--- src/rtl/thermal_scan_ctl.sv ---
module thermal_scan_ctl #(
  parameter int NCH = 3,
  parameter int DW  = 12,
  parameter int CW  = 8,
  parameter int PW  = 16,
  localparam int CHW = (NCH > 1) ? $clog2(NCH) : 1
) (
  input  logic           clk,
  input  logic           rst_n,
  input  logic           tick,
  input  logic [7:0]     bus_addr,
  input  logic           bus_wr,
  input  logic [PW-1:0]  bus_wdata,
  output logic [PW-1:0]  bus_rdata,
  output logic           adc_req,
  output logic [CHW-1:0] adc_ch,
  input  logic           adc_done,
  input  logic [DW-1:0]  adc_data,
  output logic           irq,
  output logic           shut_pin,
  output logic           shut_rst
);
  logic [8:0]     ctrl_q;
  logic [11:0]    ien_q;
  logic [NCH-1:0] pend_q, over_q;
  logic [DW-1:0]  data_q [NCH];
  logic [DW-1:0]  icmp_q [NCH];
  logic [DW-1:0]  scmp_q [NCH];
  logic [CW-1:0]  ic_q [NCH];
  logic [CW-1:0]  sc_q [NCH];
  logic [CW-1:0]  idb_q, sdb_q;
  logic [PW-1:0]  per_q, perht_q, cnt_q;
  logic           busy_q, pin_l, rst_l;
  logic [CHW-1:0] cur_q;

  function automatic logic [CHW:0] first_at(input logic [NCH-1:0] m, input int from);
    logic [CHW:0] r;
    r = '0;
    for (int k = NCH - 1; k >= 0; k--)
      if (m[k] && k >= from) r = {1'b1, CHW'(k)};
    return r;
  endfunction

  wire            en     = ctrl_q[0];
  wire [NCH-1:0]  src    = ctrl_q[4 +: NCH];
  wire [CHW:0]    nxt    = first_at(src, int'(cur_q) + 1);
  wire [CHW:0]    first  = first_at(src, 0);
  wire [PW-1:0]   per_sel = (|over_q) ? perht_q : per_q;
  wire            io     = adc_data < icmp_q[cur_q];
  wire            so     = adc_data < scmp_q[cur_q];
  wire [CW-1:0]   ic_inc = (&ic_q[cur_q]) ? ic_q[cur_q] : ic_q[cur_q] + 1'b1;
  wire [CW-1:0]   sc_inc = (&sc_q[cur_q]) ? sc_q[cur_q] : sc_q[cur_q] + 1'b1;
  wire            smp    = busy_q && adc_done;
  wire [NCH-1:0]  pset   = (smp && io && ic_inc >= idb_q) ? (NCH'(1) << cur_q) : '0;
  wire [NCH-1:0]  pclr   = (bus_wr && bus_addr == 8'h0C) ? bus_wdata[NCH-1:0] : '0;
  wire            strip  = smp && so && sc_inc >= sdb_q;

  assign adc_req  = busy_q;
  assign adc_ch   = cur_q;
  assign irq      = |(pend_q & ien_q[NCH-1:0]);
  assign shut_pin = ctrl_q[8] ? pin_l : ~pin_l;
  assign shut_rst = rst_l;

  always_ff @(posedge clk or negedge rst_n) begin
    if (!rst_n) begin
      ctrl_q <= '0; ien_q <= '0; pend_q <= '0; over_q <= '0;
      idb_q <= CW'(4); sdb_q <= CW'(4);
      per_q <= '0; perht_q <= '0; cnt_q <= '0;
      busy_q <= 1'b0; cur_q <= '0; pin_l <= 1'b0; rst_l <= 1'b0;
      for (int c = 0; c < NCH; c++) begin
        data_q[c] <= '0; icmp_q[c] <= '0; scmp_q[c] <= '0;
        ic_q[c] <= '0; sc_q[c] <= '0;
      end
    end else begin
      if (busy_q) begin
        if (adc_done) begin
          data_q[cur_q] <= adc_data;
          over_q[cur_q] <= io | so;
          ic_q[cur_q]   <= io ? ic_inc : '0;
          sc_q[cur_q]   <= so ? sc_inc : '0;
          if (strip && ien_q[4 + int'(cur_q)]) pin_l <= 1'b1;
          if (strip && ien_q[8 + int'(cur_q)]) rst_l <= 1'b1;
          if (en && nxt[CHW]) cur_q <= nxt[CHW-1:0];
          else busy_q <= 1'b0;
        end
      end else if (!en) begin
        cnt_q <= '0;
      end else if (tick) begin
        if (({1'b0, cnt_q} + 1'b1) >= {1'b0, per_sel}) begin
          cnt_q <= '0;
          if (first[CHW]) begin
            busy_q <= 1'b1;
            cur_q  <= first[CHW-1:0];
          end
        end else begin
          cnt_q <= cnt_q + 1'b1;
        end
      end
      pend_q <= (pend_q & ~pclr) | pset;
      if (bus_wr) begin
        case (bus_addr)
          8'h04: ctrl_q  <= bus_wdata[8:0];
          8'h08: ien_q   <= bus_wdata[11:0];
          8'h60: idb_q   <= bus_wdata[CW-1:0];
          8'h64: sdb_q   <= bus_wdata[CW-1:0];
          8'h68: per_q   <= bus_wdata;
          8'h6C: perht_q <= bus_wdata;
          default: ;
        endcase
        for (int c = 0; c < NCH; c++) begin
          if (bus_addr == 8'(8'h30 + 4 * c)) icmp_q[c] <= bus_wdata[DW-1:0];
          if (bus_addr == 8'(8'h40 + 4 * c)) scmp_q[c] <= bus_wdata[DW-1:0];
        end
      end
    end
  end

  always_comb begin
    bus_rdata = '0;
    case (bus_addr)
      8'h04: bus_rdata = PW'(ctrl_q);
      8'h08: bus_rdata = PW'(ien_q);
      8'h0C: bus_rdata = PW'(pend_q);
      8'h60: bus_rdata = PW'(idb_q);
      8'h64: bus_rdata = PW'(sdb_q);
      8'h68: bus_rdata = per_q;
      8'h6C: bus_rdata = perht_q;
      default: ;
    endcase
    for (int c = 0; c < NCH; c++) begin
      if (bus_addr == 8'(8'h20 + 4 * c)) bus_rdata = PW'(data_q[c]);
      if (bus_addr == 8'(8'h30 + 4 * c)) bus_rdata = PW'(icmp_q[c]);
      if (bus_addr == 8'(8'h40 + 4 * c)) bus_rdata = PW'(scmp_q[c]);
    end
  end
endmodule

--- config.mk ---
export PLATFORM = sky130hd
export DESIGN_NAME = thermal_scan_ctl
export DESIGN_NICKNAME = d
export VERILOG_FILES = /design/src/rtl/thermal_scan_ctl.sv
export SDC_FILE = /design/constraint.sdc
export NUM_CORES = 1
export LEC_CHECK = 0
export ABC_AREA = 1
export CAP_MARGIN = 20
export CORE_AREA = 2 2 163 165
export CTS_CLUSTER_DIAMETER = 60
export DETAILED_ROUTE_END_ITERATION = 16
export DIE_AREA = 0 0 165 167
export GPL_TIMING_DRIVEN = 0
export PLACE_DENSITY_LB_ADDON = 0.12
export SYNTH_ARGS = -nofsm -noshare
export SYNTH_HDL_FRONTEND = slang
export SYNTH_SLANG_ARGS = --single-unit
--- constraint.sdc ---
create_clock -name clk -period 2.7 [get_ports clk]
set_input_delay 0.27 -clock clk [delete_from_list [all_inputs] [get_ports clk]]
set_output_delay 0.27 -clock clk [all_outputs]
set_load 0.03 [all_outputs]
==> flow_summary.yaml, run 1 <==
run_status:
  outcome: "complete, but fails checks"
  failed_checks: "setup timing"
sta:
  finalCriticalPeriod_ns: 2.995
  worst_pin_slew_ns: 0.9450
  fin_skew_ns: 0.006866
  maxSlewViolCount: 0
  rsz0062_at_grt: "yes"
  setup_tns_ns: -10.38
  finalSetupViolations: 72
  period_share_pct: 110.9
  layout_setup_ws_ns: -0.2948
  finalHoldViolCount: 0
  fmax_mhz: 333.9
  maxSlewHeadroom_pct: 37.00
placement:
  dp_cells: 2262
  port_buffers: 62
  gp_congestion: 0.9513
  hpwlAfterDp_um: 33840
clock_network:
  cts.sinks: 252
  cts_root_buffer: "clkbuf_16"
  cts_buffers: 29
  htree_levels: 1
  cts_tree: "done"
  path_clk_slew_ns: 0.06
  clock_latency_ns: 0.55
  cts_buffer_depth: 3
floorplan:
  core_area_um2: 25760
  die_area_um2: 27560
  die_x_um: 165
  dieHeight_um: 167
  ios: 63
  initial_core_util_pct: 54.39
  num_rows: 59
worst_setup_path:
  cp-start-kind: "flop"
  required_ns: 3.17
  crit_arrival_ns: 3.46
  r2r_cells: 18
  slowest_delay_ns: 0.48
  path_class: "reg2reg"
  critPathMaxFanout: 5
  cp-startpoint: "adc_ch[0]"
  end_kind: "flop"
  r2r_start: "adc_ch[0]"
  crit_chain: "nor2_4 -> buf_12 -> buf_4 -> nand2_1 -> nand3_4 -> nand2_2 -> nor2_4 -> buf_4 -> nand2_1 -> nand2_1 -> nand2_2 -> ha_4 -> nand2_2 -> nor2_4 -> nand4_1 -> o2111ai_2 -> nand4_1 -> o21bai_1"
  critical-path-slowest-cell: "dfrtp_2"
  r2r_end: "shut_rst"
  r2r_slack_ns: -0.29
routing:
  wl_um: 52120
  via_per_inst: 5.840
  drtIter0Drc: 1729
  post_drt_wl_per_cell_um: 21.35
  drc: 0
  vias: 14260
  firstDrtPassIters: 6
  postRouteAntennaNets: 0
power:
  p_leak_uw: 0.008913
  seqPwrFrac_pct: 43.8
  p_sw_uw: 2424
  p_clk_share_pct: 45.3
  peakVddDrop_mv: 0.4653
  internal_power_uw: 6757
  netSwitchingFraction_pct: 26.40
  combPwrFrac_pct: 10.9
  power_density_nw_per_um2: 491.3
synth:
  synth-edff-count: 0
  seq_area_frac_synth_pct: 45.02
  synth_area_um2: 14010
  synth_area_per_cell_um2: 7.521
  yosys.area.top_type: "dfrtp_1"
  yosys_warnings: 0
  ys_ff_latch: 252
  yosys.cell_types.count: 46
  synth_top_area_share_pct: 44.65
  synth_nets: 1961
  netlist_top_cells_area: "dfrtp_1, nand2_1, o21ai_0"
  async_flop_share_pct: 100.0
  syn_inst: 1863
  ys.flop_type: "dfrtp_1"
grt:
  grt_pass1_wl_um: 76990
  track_usage_pct: 36.78
  grt_max_degree: 101
  antenna_found_initial: 1
  grt_pass1_vias: 13770
  overflow: 0
min_path:
  min_path_type: "in2async"
final_layout:
  antenna_cells: 0
  nFillCells: 1944
  nNetsFinal: 2182
  syn2layout_area_growth_pct: 33.37
  drive_gt1_share_pct: 23.08
  finalNonFillerCells: 2441
flow_run:
  maxCapViolCount: 0
worst max-delay path, delay by kind of cell, from the launching register on:
| family | cells | cell delay [ns] |
|---|---|---|
| compound gates | 2 | 0.28 |
| fa+ha+maj | 1 | 0.28 |
| buf+inv | 3 | 0.42 |
| flops | 1 | 0.48 |
| simple gates | 12 | 1.43 |
worst max path at each step:
stage / cells past startpoint / endpoint
3_5_place_dp: 14 / ic_q[9]
3_3_place_gp: 1 / adc_ch[0]
5_1_grt: 19 / pin_l
6_report: 18 / shut_rst
2_1_floorplan: 19 / pend_q[0]
4_1_cts: 20 / cnt_q[0]
cells by family after synthesis:
logic type | Yosys count | synth area share [%]
XOR/XNOR | 16 | 1.000
AND/OR/NAND/NOR | 867 | 25.63
buffers and inverters | 284 | 7.894
adder cells (fa/ha/maj) | 57 | 5.090
multiplexers | 10 | 0.7233
flip-flops | 252 | 45.02
AO/OA/AOI/OAI | 377 | 14.64
cells in the final DEF (no fill, tap or decap), types with 8 or more instances in the layout:
cell | netlist | routed
ha_4 | 0 | 17
ha_1 | 57 | 40
clkdlybuf4s50_1 | 0 | 41
buf_6 | 2 | 27
nor2_2 | 15 | 11
clkbuf_1 | 63 | 49
clkbuf_2 | 0 | 8
nand3_2 | 5 | 13
a211oi_1 | 8 | 8
nand2_1 | 634 | 573
nor2_4 | 4 | 32
nand4_1 | 30 | 30
inv_2 | 7 | 19
nand3_1 | 73 | 53
o21ai_2 | 4 | 22
nand2_2 | 6 | 47
nand3_4 | 0 | 12
clkbuf_16 | 0 | 30
nand2_4 | 2 | 21
a21oi_2 | 0 | 15
inv_1 | 194 | 175
xor2_1 | 12 | 9
o22ai_1 | 13 | 10
o21ai_1 | 16 | 38
buf_4 | 4 | 103
dlymetal6s2s_1 | 0 | 8
buf_2 | 8 | 11
mux2i_1 | 9 | 9
o21ai_0 | 234 | 191
a21oi_1 | 69 | 49
dfrtp_1 | 250 | 247
nor2_1 | 83 | 61
final cells by class:
cell class	count	area, µm²	share of cell area, %
Timing Repair Buffer	189	1749	9.360
Clock buffer	36	792.0	4.238
Tap cell	335	419.2	2.243
Multi-Input combinational cell	1329	7918	42.37
Inverter	203	785.8	4.205
Buffer	80	504.2	2.698
Clock inverter	17	207.7	1.111
Sequential cell	252	6312	33.78
sequential cells by signal (all words and copies together) (netlist names):
name and cells:
data_q 36, over_q 3, adc_ch 2, ien_q 12
per_q 16, ctrl_q 9, ic_q 24, pend_q 3
cnt_q 16, scmp_q 36, icmp_q 36, idb_q 8
sdb_q 8, adc_req 1, perht_q 16, sc_q 24
shut_rst 1, pin_l 1
synthesized netlist by cell type, types with 3 or more instances:
cell and instances:
nand2_1 634, dfrtp_1 250, o21ai_0 234, inv_1 194, nor2_1 83, nand3_1 73
a21oi_1 69, clkbuf_1 63, ha_1 57, nand4_1 30, o21ai_1 16, nor2_2 15
a221oi_1 13, o22ai_1 13, xor2_1 12, mux2i_1 9, a211oi_1 8, buf_2 8
inv_2 7, a22oi_1 6, nand2_2 6, nor3_1 6, nand3_2 5, buf_1 4
buf_4 4, nor2_4 4, o21ai_2 4, o21bai_1 4, xnor2_1 4, a21boi_0 3
routing by layer:
metal	global-route usage, %	wire [µm]
met5	0	0
met4	16.75	2459
met3	5.131	4469
met2	58.37	24630
met1	49.98	20560
repair_timing:
action | in CTS | in global routing
gates resized for setup | 318 | 169
cloned | 6 | 1
buffers inserted | 85 | 35
hold buffers | 1 | 0
setup endpoints to repair | 91 | 90
pin swaps | 78 | 71
endpoints found under the hold margin | 52 | 0
power groups by stage:
stage / registers, µW / clock network, µW / logic [µW]
finish: 4020 / 4160 / 1000
global route: 4030 / 4290 / 1090
CTS: 4020 / 4140 / 908
detailed placement: 4080 / 0 / 764
global placement: 4080 / 0 / 733
floorplan: 4040 / 0 / 424
through the flow:
| step | util [%] | total power, µW | worst slack (ns) | hold slack, ns | area, µm² |
|---|---|---|---|---|---|
| 2_1_floorplan | - | 4461 | -0.003662 | -0.02559 | 14070 |
| 3_3_place_gp | 58.65 | 4814 | -10.44 | 0.4611 | 15110 |
| 3_5_place_dp | 58.88 | 4842 | -0.9495 | 0.2199 | 15170 |
| 4_1_cts | 69.18 | 9063 | -0.1604 | 0.2442 | 17820 |
| 5_1_grt | 72.54 | 9418 | -0.3576 | 0.2721 | 18690 |
| 6_report | 72.54 | 9182 | -0.2948 | 0.2253 | 18690 |
Note: power is estimated with default switching activity, not from simulation.
==> run 2: changes to the inputs <==
- SLEW_MARGIN: unset -> 40
==> run 2 against run 1 <==
The run still ends with setup timing left. Setup slack worse by 0.046 ns. Utilization is 0.88 points lower. Clock-buffer cell count is 2 higher. Flip-flop and latch count stayed put. Critical path type unchanged. Largest power group unchanged. Highest routed layer unchanged.
==> flow_summary.yaml, run 2 (synthesis gave the netlist of run 1 again) <==
floorplan:
  die_area_um2: 27560
  core_area_um2: 25760
  ios: 63
  initial_core_util_pct: 54.39
  dieHeight_um: 167
  num_rows: 59
  die_x_um: 165
sta:
  period_share_pct: 112.6
  finalCriticalPeriod_ns: 3.041
  finalSetupViolations: 75
  fmax_mhz: 328.9
  finalHoldViolCount: 0
  worst_pin_slew_ns: 0.9105
  whs_ns: 0.2139
  layout_setup_ws_ns: -0.3409
  rsz0062_at_grt: "yes"
  maxSlewViolCount: 0
  maxSlewHeadroom_pct: 39.30
  fin_skew_ns: 0.01132
run_status:
  failed_checks: "setup timing"
  outcome: "complete, but fails checks"
worst_setup_path:
  path_class: "reg2reg"
  r2r_slack_ns: -0.34
  crit_arrival_ns: 3.49
  critPathMaxFanout: 4
  end_kind: "flop"
  required_ns: 3.15
  r2r_cells: 19
  cp-start-kind: "flop"
grt:
  grt_max_degree: 76
  grt_pass1_vias: 13490
  track_usage_pct: 36.37
  antenna_found_initial: 1
  overflow: 0
  grt_pass1_wl_um: 76200
clock_network:
  cts.sinks: 252
  path_clk_slew_ns: 0.06
  cts_buffer_depth: 3
  htree_levels: 1
  cts_root_buffer: "clkbuf_16"
  cts_buffers: 29
  cts_tree: "done"
  clock_latency_ns: 0.56
final_layout:
  multi_input_area_um2: 7727
  antenna_cells: 0
  finalNonFillerCells: 2432
  top_regs: "data_q x36, icmp_q x36, scmp_q x36"
  nFillCells: 2037
  mostFrequentLayoutCell: "nand2_1"
  nNetsFinal: 2173
  drive_gt1_share_pct: 21.36
  regArea_um2: 6311
  final_cell_mix: "nand2_1, dfrtp_1, o21ai_0, inv_1, buf_4"
  syn2layout_area_growth_pct: 31.75
flow_run:
  maxCapViolCount: 0
routing:
  vias: 14180
  drc: 0
  via_per_inst: 5.831
  wl_um: 51460
  postRouteAntennaNets: 0
  firstDrtPassIters: 7
  post_drt_wl_per_cell_um: 21.16
  drtIter0Drc: 1679
placement:
  port_buffers: 62
  dp_cells: 2263
  hpwlAfterDp_um: 33830
  gp_congestion: 0.9513
power:
  combPwrFrac_pct: 11.0
  peakVddDrop_mv: 0.5229
  internal_power_uw: 6775
  p_sw_uw: 2428
  power_density_nw_per_um2: 498.5
  seqPwrFrac_pct: 43.7
  p_leak_uw: 0.008748
  netSwitchingFraction_pct: 26.38
  p_clk_share_pct: 45.3
min_path:
  min_path_type: "in2async"
-- run 2: changes by cell type in the layout (fill, tap and decap cells not counted), moves of 4 or more --
cell / delta
dlygate4sd2_1: +4
nand3_2: +4
nand3_4: -4
o21ai_0: +6
nand2_2: -4
nand2_4: -11
nand2_1: +13
buf_6: -7
o21ai_2: -9
-- run 2: final cells by class --
class | instances | share of cell area (%)
Clock inverter | 15 | 1.078
Multi-Input combinational cell | 1328 | 41.86
Buffer | 80 | 2.907
Sequential cell | 252 | 34.18
Timing Repair Buffer | 181 | 9.109
Tap cell | 335 | 2.270
Clock buffer | 38 | 4.331
Inverter | 203 | 4.263
-- run 2: through the flow --
step                TNS (ns)  total power [µW]  instance area (µm²)  setup slack [ns]  utilization [%]
floorplan           -0.01084              4461                14070         -0.003662                -
global route          -19.96              9440                18460           -0.4454            71.66
detailed placement    -63.77              4847                15200           -0.9495            58.99
CTS                   -2.915              9100                17690           -0.1349            68.66
finish                -11.60              9204                18460           -0.3409            71.66
global placement    -2445.51              4814                15110            -10.44            58.65
-- run 2: final timing paths --
path                                from          end
setup / recovery                cnt_q[1]    adc_ch[1]
hold / removal                     rst_n    cnt_q[13]
setup reg to reg                cnt_q[1]    adc_ch[1]
hold reg to reg                 shut_rst     shut_rst
max in group asynchronous          rst_n     idb_q[2]
min in group clk           bus_wdata[12]  perht_q[12]
-- run 2: power groups by stage --
stage	Sequential, µW	Clock (µW)	Combinational (µW)
global route	4030	4300	1100
CTS	4020	4160	921
finish	4020	4170	1020
global placement	4080	0	733
detailed placement	4080	0	770
floorplan	4040	0	424
-- run 2: metal layers --
metal | global-route usage [%] | wire length (µm) | vias up
met5 | 0 | 0 | -
met4 | 16.26 | 2839 | 0
met3 | 5.978 | 4886 | 192
met2 | 56.58 | 23420 | 791
met1 | 50.03 | 20320 | 6717
li1 | - | - | 6482
-- run 2: worst max-delay path, stage by stage, from the launching register on --
cell	delay, ns
dfrtp_1	0.39
inv_2	0.08
nor3_4	0.21
nand3_2	0.12
nor2_1	0.13
nand2_1	0.13
nor2_4	0.16
xor2_1	0.19
inv_2	0.08
ha_4	0.29
nand2_4	0.05
nor3_2	0.15
nand4_1	0.14
nor2_1	0.15
nor2_2	0.08
buf_4	0.13
nand4_1	0.16
nand3_1	0.14
nand2_1	0.09
nand2_1	0.05
-- run 2: what timing repair did --
action / in CTS / in global routing
setup endpoints to repair: 91 / 88
setup buffers: 77 / 31
hold buffers: 1 / 0
hold endpoints to repair: 47 / 0
pin swaps: 79 / 58
gates resized for setup: 300 / 136
gates cloned: 4 / 4
